===== config.mk =====
export PLATFORM = sky130hd
export DESIGN_NAME = lane_mask_stack
export DESIGN_NICKNAME = d
export VERILOG_FILES = /design/src/rtl/lane_mask_stack.sv
export SDC_FILE = /design/constraint.sdc
export NUM_CORES = 1
export LEC_CHECK = 0
export BUFFER_PORTS_ARGS = -buffer_cell sky130_fd_sc_hd__buf_2
export CAP_MARGIN = 20
export CORE_UTILIZATION = 52
export CTS_CLUSTER_DIAMETER = 40
export CTS_CLUSTER_SIZE = 24
export DETAILED_ROUTE_END_ITERATION = 7
export GPL_ROUTABILITY_DRIVEN = 0
export PLACE_DENSITY = 0.75
export SYNTH_ARGS = -nofsm -noshare
export SYNTH_HDL_FRONTEND = slang
export SYNTH_SLANG_ARGS = --single-unit

===== constraint.sdc =====
create_clock -name clk -period 1.97 [get_ports clk]
set_input_delay 0.0985 -clock clk [delete_from_list [all_inputs] [get_ports clk]]
set_output_delay 0.0985 -clock clk [all_outputs]
set_load 0.05 [all_outputs]

===== src/rtl/lane_mask_stack.sv =====
module lane_mask_stack #(
  parameter int LANES = 4,
  parameter int DEPTH = 8
) (
  input  logic             clk,
  input  logic             rst_n,
  input  logic [LANES-1:0] cond,
  input  logic             op_if,
  input  logic             op_else,
  input  logic             op_endif,
  input  logic             op_lbeg,
  input  logic             op_ltest,
  input  logic             op_lend,
  output logic [LANES-1:0] en_mask,
  output logic             repeat_flag,
  output logic             overflow,
  output logic             underflow
);
  localparam int CW = $clog2(DEPTH + 1);
  localparam int IW = (DEPTH > 1) ? $clog2(DEPTH) : 1;

  logic [LANES-1:0] mask_q;
  logic [LANES-1:0] stk [DEPTH];
  logic [CW-1:0]    cnt;
  logic             rep_q, ovf_q, unf_q;

  logic [5:0] sel;
  assign sel[0] = op_if;
  assign sel[1] = op_else  & ~op_if;
  assign sel[2] = op_endif & ~op_if & ~op_else;
  assign sel[3] = op_lbeg  & ~op_if & ~op_else & ~op_endif;
  assign sel[4] = op_ltest & ~op_if & ~op_else & ~op_endif & ~op_lbeg;
  assign sel[5] = op_lend  & ~op_if & ~op_else & ~op_endif & ~op_lbeg & ~op_ltest;

  wire push  = sel[0] | sel[3];
  wire pop   = sel[2] | sel[5];
  wire full  = (cnt == CW'(DEPTH));
  wire empty = (cnt == '0);
  wire [LANES-1:0] top = empty ? '1 : stk[IW'(cnt - 1'b1)];

  always_ff @(posedge clk) begin
    if (!rst_n) begin
      mask_q <= '1;
      cnt    <= '0;
      rep_q  <= 1'b0;
      ovf_q  <= 1'b0;
      unf_q  <= 1'b0;
    end else begin
      if (push) begin
        if (full) ovf_q <= 1'b1;
        else begin
          stk[IW'(cnt)] <= mask_q;
          cnt <= cnt + 1'b1;
          if (sel[0]) mask_q <= mask_q & cond;
        end
      end
      if (sel[1]) begin
        if (empty) unf_q <= 1'b1;
        else mask_q <= top & ~mask_q;
      end
      if (pop) begin
        if (empty) unf_q <= 1'b1;
        else begin
          cnt    <= cnt - 1'b1;
          mask_q <= top;
          if (sel[5]) rep_q <= 1'b0;
        end
      end
      if (sel[4]) begin
        mask_q <= mask_q & cond;
        rep_q  <= |(mask_q & cond);
      end
    end
  end

  assign en_mask     = mask_q;
  assign repeat_flag = rep_q;
  assign overflow    = ovf_q;
  assign underflow   = unf_q;

  a_r10_one_action: assert property (@(posedge clk) disable iff (!rst_n) $onehot0(sel));
  a_r2_if_narrows: assert property (@(posedge clk) disable iff (!rst_n)
    (op_if && !full) |=> en_mask == ($past(en_mask) & $past(cond)));
  a_r6_repeat_any: assert property (@(posedge clk) disable iff (!rst_n)
    sel[4] |=> repeat_flag == (|en_mask));
  a_r8_overflow_hold: assert property (@(posedge clk) disable iff (!rst_n)
    (push && full) |=> (overflow && $stable(en_mask)));
  a_r9_underflow_hold: assert property (@(posedge clk) disable iff (!rst_n)
    ((pop || sel[1]) && empty) |=> (underflow && $stable(en_mask)));
  a_r8_sticky: assert property (@(posedge clk) disable iff (!rst_n) overflow |=> overflow);
  a_r9_sticky: assert property (@(posedge clk) disable iff (!rst_n) underflow |=> underflow);
  a_r8_depth_bound: assert property (@(posedge clk) disable iff (!rst_n) cnt <= CW'(DEPTH));
endmodule


### After elaboration in Yosys (flattened, before gate mapping)

Memory sizes are Yosys's and may differ from the RTL's.
Index checks and enable logic that the tools add are counted.

* muxes and demuxes: 25
* reductions and logical operators: 6
* add/sub/neg operators: 2
* bitwise operators: 25
* eq/ne operators: 2

Operators by type and width (number)
* 4-bit two-way mux: 13
* 1-bit AND: 15
* 1-bit two-way mux: 12
* 4-bit AND: 2
* 1-bit inverter: 5
* 4-bit by 1-bit adder with 4-bit output (second input constant): 1
* 4-bit equality test (second input constant): 1
* 4-bit logical NOT: 1
* 4-bit inverter: 1
* 2-bit nonzero test: 2
* 4-bit OR reduction: 1
* 4-bit by 1-bit subtractor with 4-bit output (second input constant): 1
* 3-bit AND reduction: 1
* 2-bit inequality test (second input constant): 1
* 1-bit bitwise OR: 2
* 2-bit AND reduction: 1

* logic and storage cells: 66
* memory bits (writable): 32
* output and inout bits: 7
* memories kept: 1
* bits in registers: 11
* input bits: 12

Memories
* stk: words 8, bits a word 4, read ports 1, clocked after memory_dff 0, wr ports 1, line 23 `logic [LANES-1:0] stk [DEPTH];`

### Longest topological paths before layout

* depth in word-level cells: 11
* mapped depth: 7
* mapped depth without buffers: 6

### Worst setup path before layout

No wires, ideal clock.

* path kind: register to register
* start point: register cnt[0]
* end point: memory stk[1][0] (enable)
* clock period less this slack: 1994 ps
* setup time: 361 ps
* path slack: -24 ps
* required time: 1609 ps
* arrival: 1633 ps
* path buffers: 1
* cell stages (with the launch flop): 7
* cells stage by stage: dfxtp_1 -> buf_6 -> inv_1 -> ha_1 -> nand3b_1 -> o2111ai_1 -> nor3_1

* cells in the longest elaborated chain, start to end: 5

RTL lines
* start: declaration: line 24 `logic [CW-1:0] cnt;`
* start signal: assignment: line 53 `cnt <= cnt + 1'b1;`
* start signal: assignment: line 64 `cnt <= cnt - 1'b1;`
* 4-bit equality test: line 37 `wire full = (cnt == CW'(DEPTH));`
* 1-bit two-way mux: line 50 `if (full) ovf_q <= 1'b1;`
* 1-bit two-way mux: line 49 `if (push) begin`
* 1-bit two-way mux: line 42 `if (!rst_n) begin`
* 1-bit two-way mux (implied by the code): line 52 `stk[IW'(cnt)] <= mask_q;`
* end: declaration: line 23

Several ways; a longest one is shown, not always the timed one.

### Final worst setup path

* start point: register cnt[0]
* end point: register mask_q[2], in the netlist en_mask[2]

* cells in the longest elaborated chain, start to end: 9
* elaborated cells between the ends (all ways): 13
* classes of those cells: add/sub (1); eq/ne (1); mux (8); bitwise (1); reduce/logical (1); memory (1)

RTL lines
* 4-bit by 1-bit subtractor with 4-bit output
* memory 8 x 4 bit
* 4-bit two-way mux: line 39 `wire [LANES-1:0] top = empty ? '1 : stk[IW'(cnt - 1'b1)];`
* 4-bit AND: line 59 `else mask_q <= top & ~mask_q;`
* 4-bit two-way mux: line 58 `if (empty) unf_q <= 1'b1;`
* 4-bit two-way mux: line 57 `if (sel[1]) begin`
* 4-bit two-way mux: line 62 `if (empty) unf_q <= 1'b1;`
* 4-bit two-way mux *: line 61 `if (pop) begin`
* 4-bit two-way mux *: line 69 `if (sel[4]) begin`
* end signal: assignment: line 59
* end signal: assignment: line 65 `mask_q <= top;`
* end signal: assignment: line 70 `mask_q <= mask_q & cond;`
* end: declaration: line 22 `logic [LANES-1:0] mask_q;`

Every way passes the cells marked *; elsewhere a longest branch is shown, timed or not.
A chain may end at the register's enable or synchronous reset.

==> impl_table.tex <==
\begin{tabular}{lr}
\hline
Metric & Value \\
\hline
\multicolumn{2}{l}{\textbf{Drt}} \\
\quad WL per Instance & 17.89 um \\
\quad Initial detailed-routing violation count & 84 \\
\quad Ratio of routed vias to standard cells & 6.029 \\
\quad Total iterations of the first detailed-routing run & 5 \\
\quad Final WL & roughly 3.7 mm \\
\quad Via count & 1260 \\
\quad Remaining DRCs & 0 \\
\quad Remaining number of nets flagged by the antenna check after routing & 0 \\
\multicolumn{2}{l}{\textbf{STA}} \\
\quad Number of max-slew violations in the final report & 0 \\
\quad Setup ws final & around 0.18 ns \\
\quad Unrepaired setup endpoints after global routing & no \\
\quad Setup-violating endpoint count in the final report & 0 \\
\quad Final critical-path share of the clock period & 90.85\% \\
\quad Number of failing hold endpoints at the final stage & 0 \\
\quad Worst slew pin tran & roughly 0.45 ns \\
\quad Final Hold Slack & 0.1107 ns \\
\quad Post-Route Setup TNS & 0 ns \\
\quad Achievable frequency & 0.5587 GHz \\
\quad Rel. slew slack & 69.84\% \\
\quad Worst clock skew & about 0.0028 ns \\
\quad Min cycle time layout & 1.790 ns \\
\multicolumn{2}{l}{\textbf{Logic synthesis}} \\
\quad Number of standard cells after synthesis & 136 \\
\quad Adder-cell area share of the yosys netlist & 1.273\% \\
\quad Netlist Area Pre-Place & 1966 um2 \\
\quad Dominant cell type by area after synthesis & edfxtp\_1 \\
\quad Synth Area in XOR/XNOR & 0.8275\% \\
\quad Syn Nets & 150 \\
\quad Async set-reset flop share out of synthesis & 0\% \\
\quad Sequential element share of the synthesized area & 60.09\% \\
\quad EDFF count, synth & 32 \\
\quad Synthesized area per cell & approximately 14 um2 \\
\quad Area share of the leading cell type in the synthesized netlist & between 40\% and 50\% \\
\quad Warnings from Yosys & 0 \\
\quad Most area-consuming cells after synthesis & edfxtp\_1 (49\%), dfxtp\_1 (11\%), mux4\_2 (9.2\%), mux2i\_1 (3.1\%), o21a\_1 (2.3\%) \\
\quad Dominant synthesized flop cell & edfxtp\_1 \\
\quad Post-synthesis compound-gate area fraction & 13.30\% \\
\quad Basic-gate share of the synthesized area counting and, or, nand and nor cells & a little under a tenth \\
\quad Cell variety after synth & 37 \\
\quad Flip-flop and latch count after synthesis & 43 \\
\quad Post-synthesis mux area share & 12.79\% \\
\quad Largest family of logic cells by synthesized area & compound AO/OA/AOI/OAI gates \\
\multicolumn{2}{l}{\textbf{Setup path}} \\
\quad Endpoint required time on the critical path & 2.13 ns \\
\quad Peak fanout along the critical path & 10 \\
\quad Endpoint class of the critical path & register \\
\quad Worst endpoint data arrival time & 1.95 ns \\
\quad Type of element launching the critical path & register \\
\quad WS Path Type & register to register \\
\multicolumn{2}{l}{\textbf{Hold path}} \\
\quad Path class of the lowest-slack min-delay path & input pin to register \\
\multicolumn{2}{l}{\textbf{CTS}} \\
\quad Clock tree from TritonCTS & yes \\
\quad Sinks on the clock net & 43 \\
\quad Number of setup buffers added after CTS & 0 \\
\quad Number of clock buffers inserted by TritonCTS & 5 \\
\quad Clock transition at path regs & 0.08 ns \\
\quad Buffer levels on the longest clock path & 2 \\
\quad Worst skew pair latency & 0.29 ns \\
\quad H-tree levels & 2 \\
\quad Cts hold-fix bufs & 0 \\
\quad Clock root buffer master & clkbuf\_8 \\
\multicolumn{2}{l}{\textbf{Floorplan}} \\
\quad Die outline width & 63.48 um \\
\quad Starting density of the core & 56.67\% \\
\quad Die outline height & $\sim$63 um \\
\quad Boundary Pins & 19 \\
\quad Standard cell core area & approximately 3500 um2 \\
\quad Cell row count & 21 \\
\quad Area enclosed by the die boundary & 4030 um2 \\
\multicolumn{2}{l}{\textbf{Job}} \\
\quad Max-cap violations & 0 \\
\multicolumn{2}{l}{\textbf{Layout}} \\
\quad Commonest non-fill, non-tap cells in the layout & edfxtp\_1 (32), buf\_2 (18), nor2\_1 (11), dfxtp\_1 (11), nand2\_1 (10) \\
\quad Final-layout fill cell count & 270 \\
\quad Most common cell after layout, fill and taps aside & edfxtp\_1 \\
\quad Synth-to-layout area growth & 15.60\% \\
\quad Number of diodes & 0 \\
\quad Net count reported at finish & 176 \\
\quad Fraction of layout instances using a drive strength above 1 & a little under a third \\
\quad Filler-free cell count of the finished design & approximately 210 \\
\multicolumn{2}{l}{\textbf{Power}} \\
\quad Comb pwr share & 20.9\% \\
\quad Fraction of power consumed by the clock network & 33.2\% \\
\quad Net switching share of the total power & 26.48\% \\
\quad Sequential fraction of design power & between 40\% and 50\% \\
\quad Internal cell power & around 1.8 mW \\
\quad Switching power & roughly 0.63 mW \\
\quad Ratio of total power to cell area & 1050 nW/um2 \\
\quad Worst vdd ir & 0.5724 mV \\
\quad Leakage power & roughly 0.79 nW \\
\multicolumn{2}{l}{\textbf{Global route}} \\
\quad First-pass GRT wire length & 6.161 mm \\
\quad Total overflow reported by the global router & 0 \\
\quad Number of global-route vias before repair & 1264 \\
\quad Antenna violations before repair & 0 \\
\quad Pin count of the biggest net entering global routing & 16 \\
\quad All-layer global routing usage & a little over a fifth \\
\multicolumn{2}{l}{\textbf{Place}} \\
\quad Placed Cells incl. Taps & 201 \\
\quad Placement Setup Slack & 0.1359 ns \\
\quad Half-perimeter wire length of the detailed placement result & between 2 and 3 mm \\
\quad Port Buf Inserts & 18 \\
\multicolumn{2}{l}{\textbf{Run status}} \\
\quad Outcome & finished, final reports clean \\
\hline
\end{tabular}
-- area by class of cell --
type,count,area [um2],share of cell area (%)
Clock buffer,6,72.57,3.194
Timing Repair Buffer,24,135.1,5.947
Clock inverter,2,60.06,2.643
Multi-Input combinational cell,84,750.7,33.04
Inverter,4,15.01,0.6608
Sequential cell,43,1181,51.98
Tap cell,46,57.56,2.533
-- critical path, cell delays in order, from the launching register on --
cell      delay [ns]
dfxtp_1         0.33
inv_1           0.08
ha_1            0.58
mux4_2          0.39
mux2i_1         0.18
o311ai_1        0.10
-- stage by stage --
step | utilization [%] | total power, mW | cell area (um2)
after floorplan | - | 1.474 | 1976
after global placement | 61.47 | 1.593 | 2132
after detailed placement | 61.47 | 1.611 | 2132
after CTS | 65.30 | 2.401 | 2265
after global routing | 65.51 | 2.482 | 2272
final | 65.51 | 2.386 | 2272
-- cell families (layout without fill, tap and decap cells) --
family | count (synthesis) | count (layout)
AO/OA/AOI/OAI | 32 | 32
XOR/XNOR | 1 | 1
AND/OR/NAND/NOR | 34 | 34
flip-flops | 43 | 43
multiplexers | 15 | 15
adder cells (fa/ha/maj) | 2 | 2
buffers and inverters | 9 | 36
-- final timing paths --
kind	from	endpoint	slack (ns)	depth (start not counted)
min	cond[1]	en_mask[1]	0.11	3
max reg2reg	cnt[0]	en_mask[2]	0.18	5
max	cnt[0]	en_mask[2]	0.18	5
min reg2reg	register	register	0.46	1
-- flip-flops by register name, summed over array words and instances (netlist names), named ones only --
name / cells
repeat_flag: 1
stk: 32
cnt: 4
en_mask: 4
overflow: 1
-- synth_stat cells (all sizes together) (2+ instances only) --
library cell / instances
o2111ai: 2
nand2b: 2
a22oi: 3
mux4: 8
nand2: 10
inv: 4
nor3: 4
o311ai: 5
o21ai: 4
buf: 4
nor3b: 2
dfxtp: 11
mux2i: 6
ha: 2
o211ai: 6
nor2: 11
o21a: 6
edfxtp: 32
-- power groups by stage --
stage          logic (mW)  registers (mW)  clock network, mW
2_1_floorplan       0.308            1.17                  0
6_report            0.500            1.09              0.792
3_5_place_dp        0.497            1.11                  0
5_1_grt             0.543            1.10              0.837
4_1_cts             0.502            1.09              0.806
3_3_place_gp        0.481            1.11                  0
-- timing repair --
item                                   4_1_cts  5_1_grt
endpoints found under the hold margin        0        0
setup endpoints to repair                    0        1
gates resized for setup                      0        1
-- per-layer routing --
layer | vias up | share of wire (%) | GRT usage, %
met5 | - | 0 | 0
met4 | 0 | 1.8 | 7.955
li1 | 590 | - | -
met3 | 9 | 5.7 | 4.891
met1 | 604 | 41 | 26.81
met2 | 57 | 52 | 34.44
No activity file was read; power rests on OpenSTA's default activity.
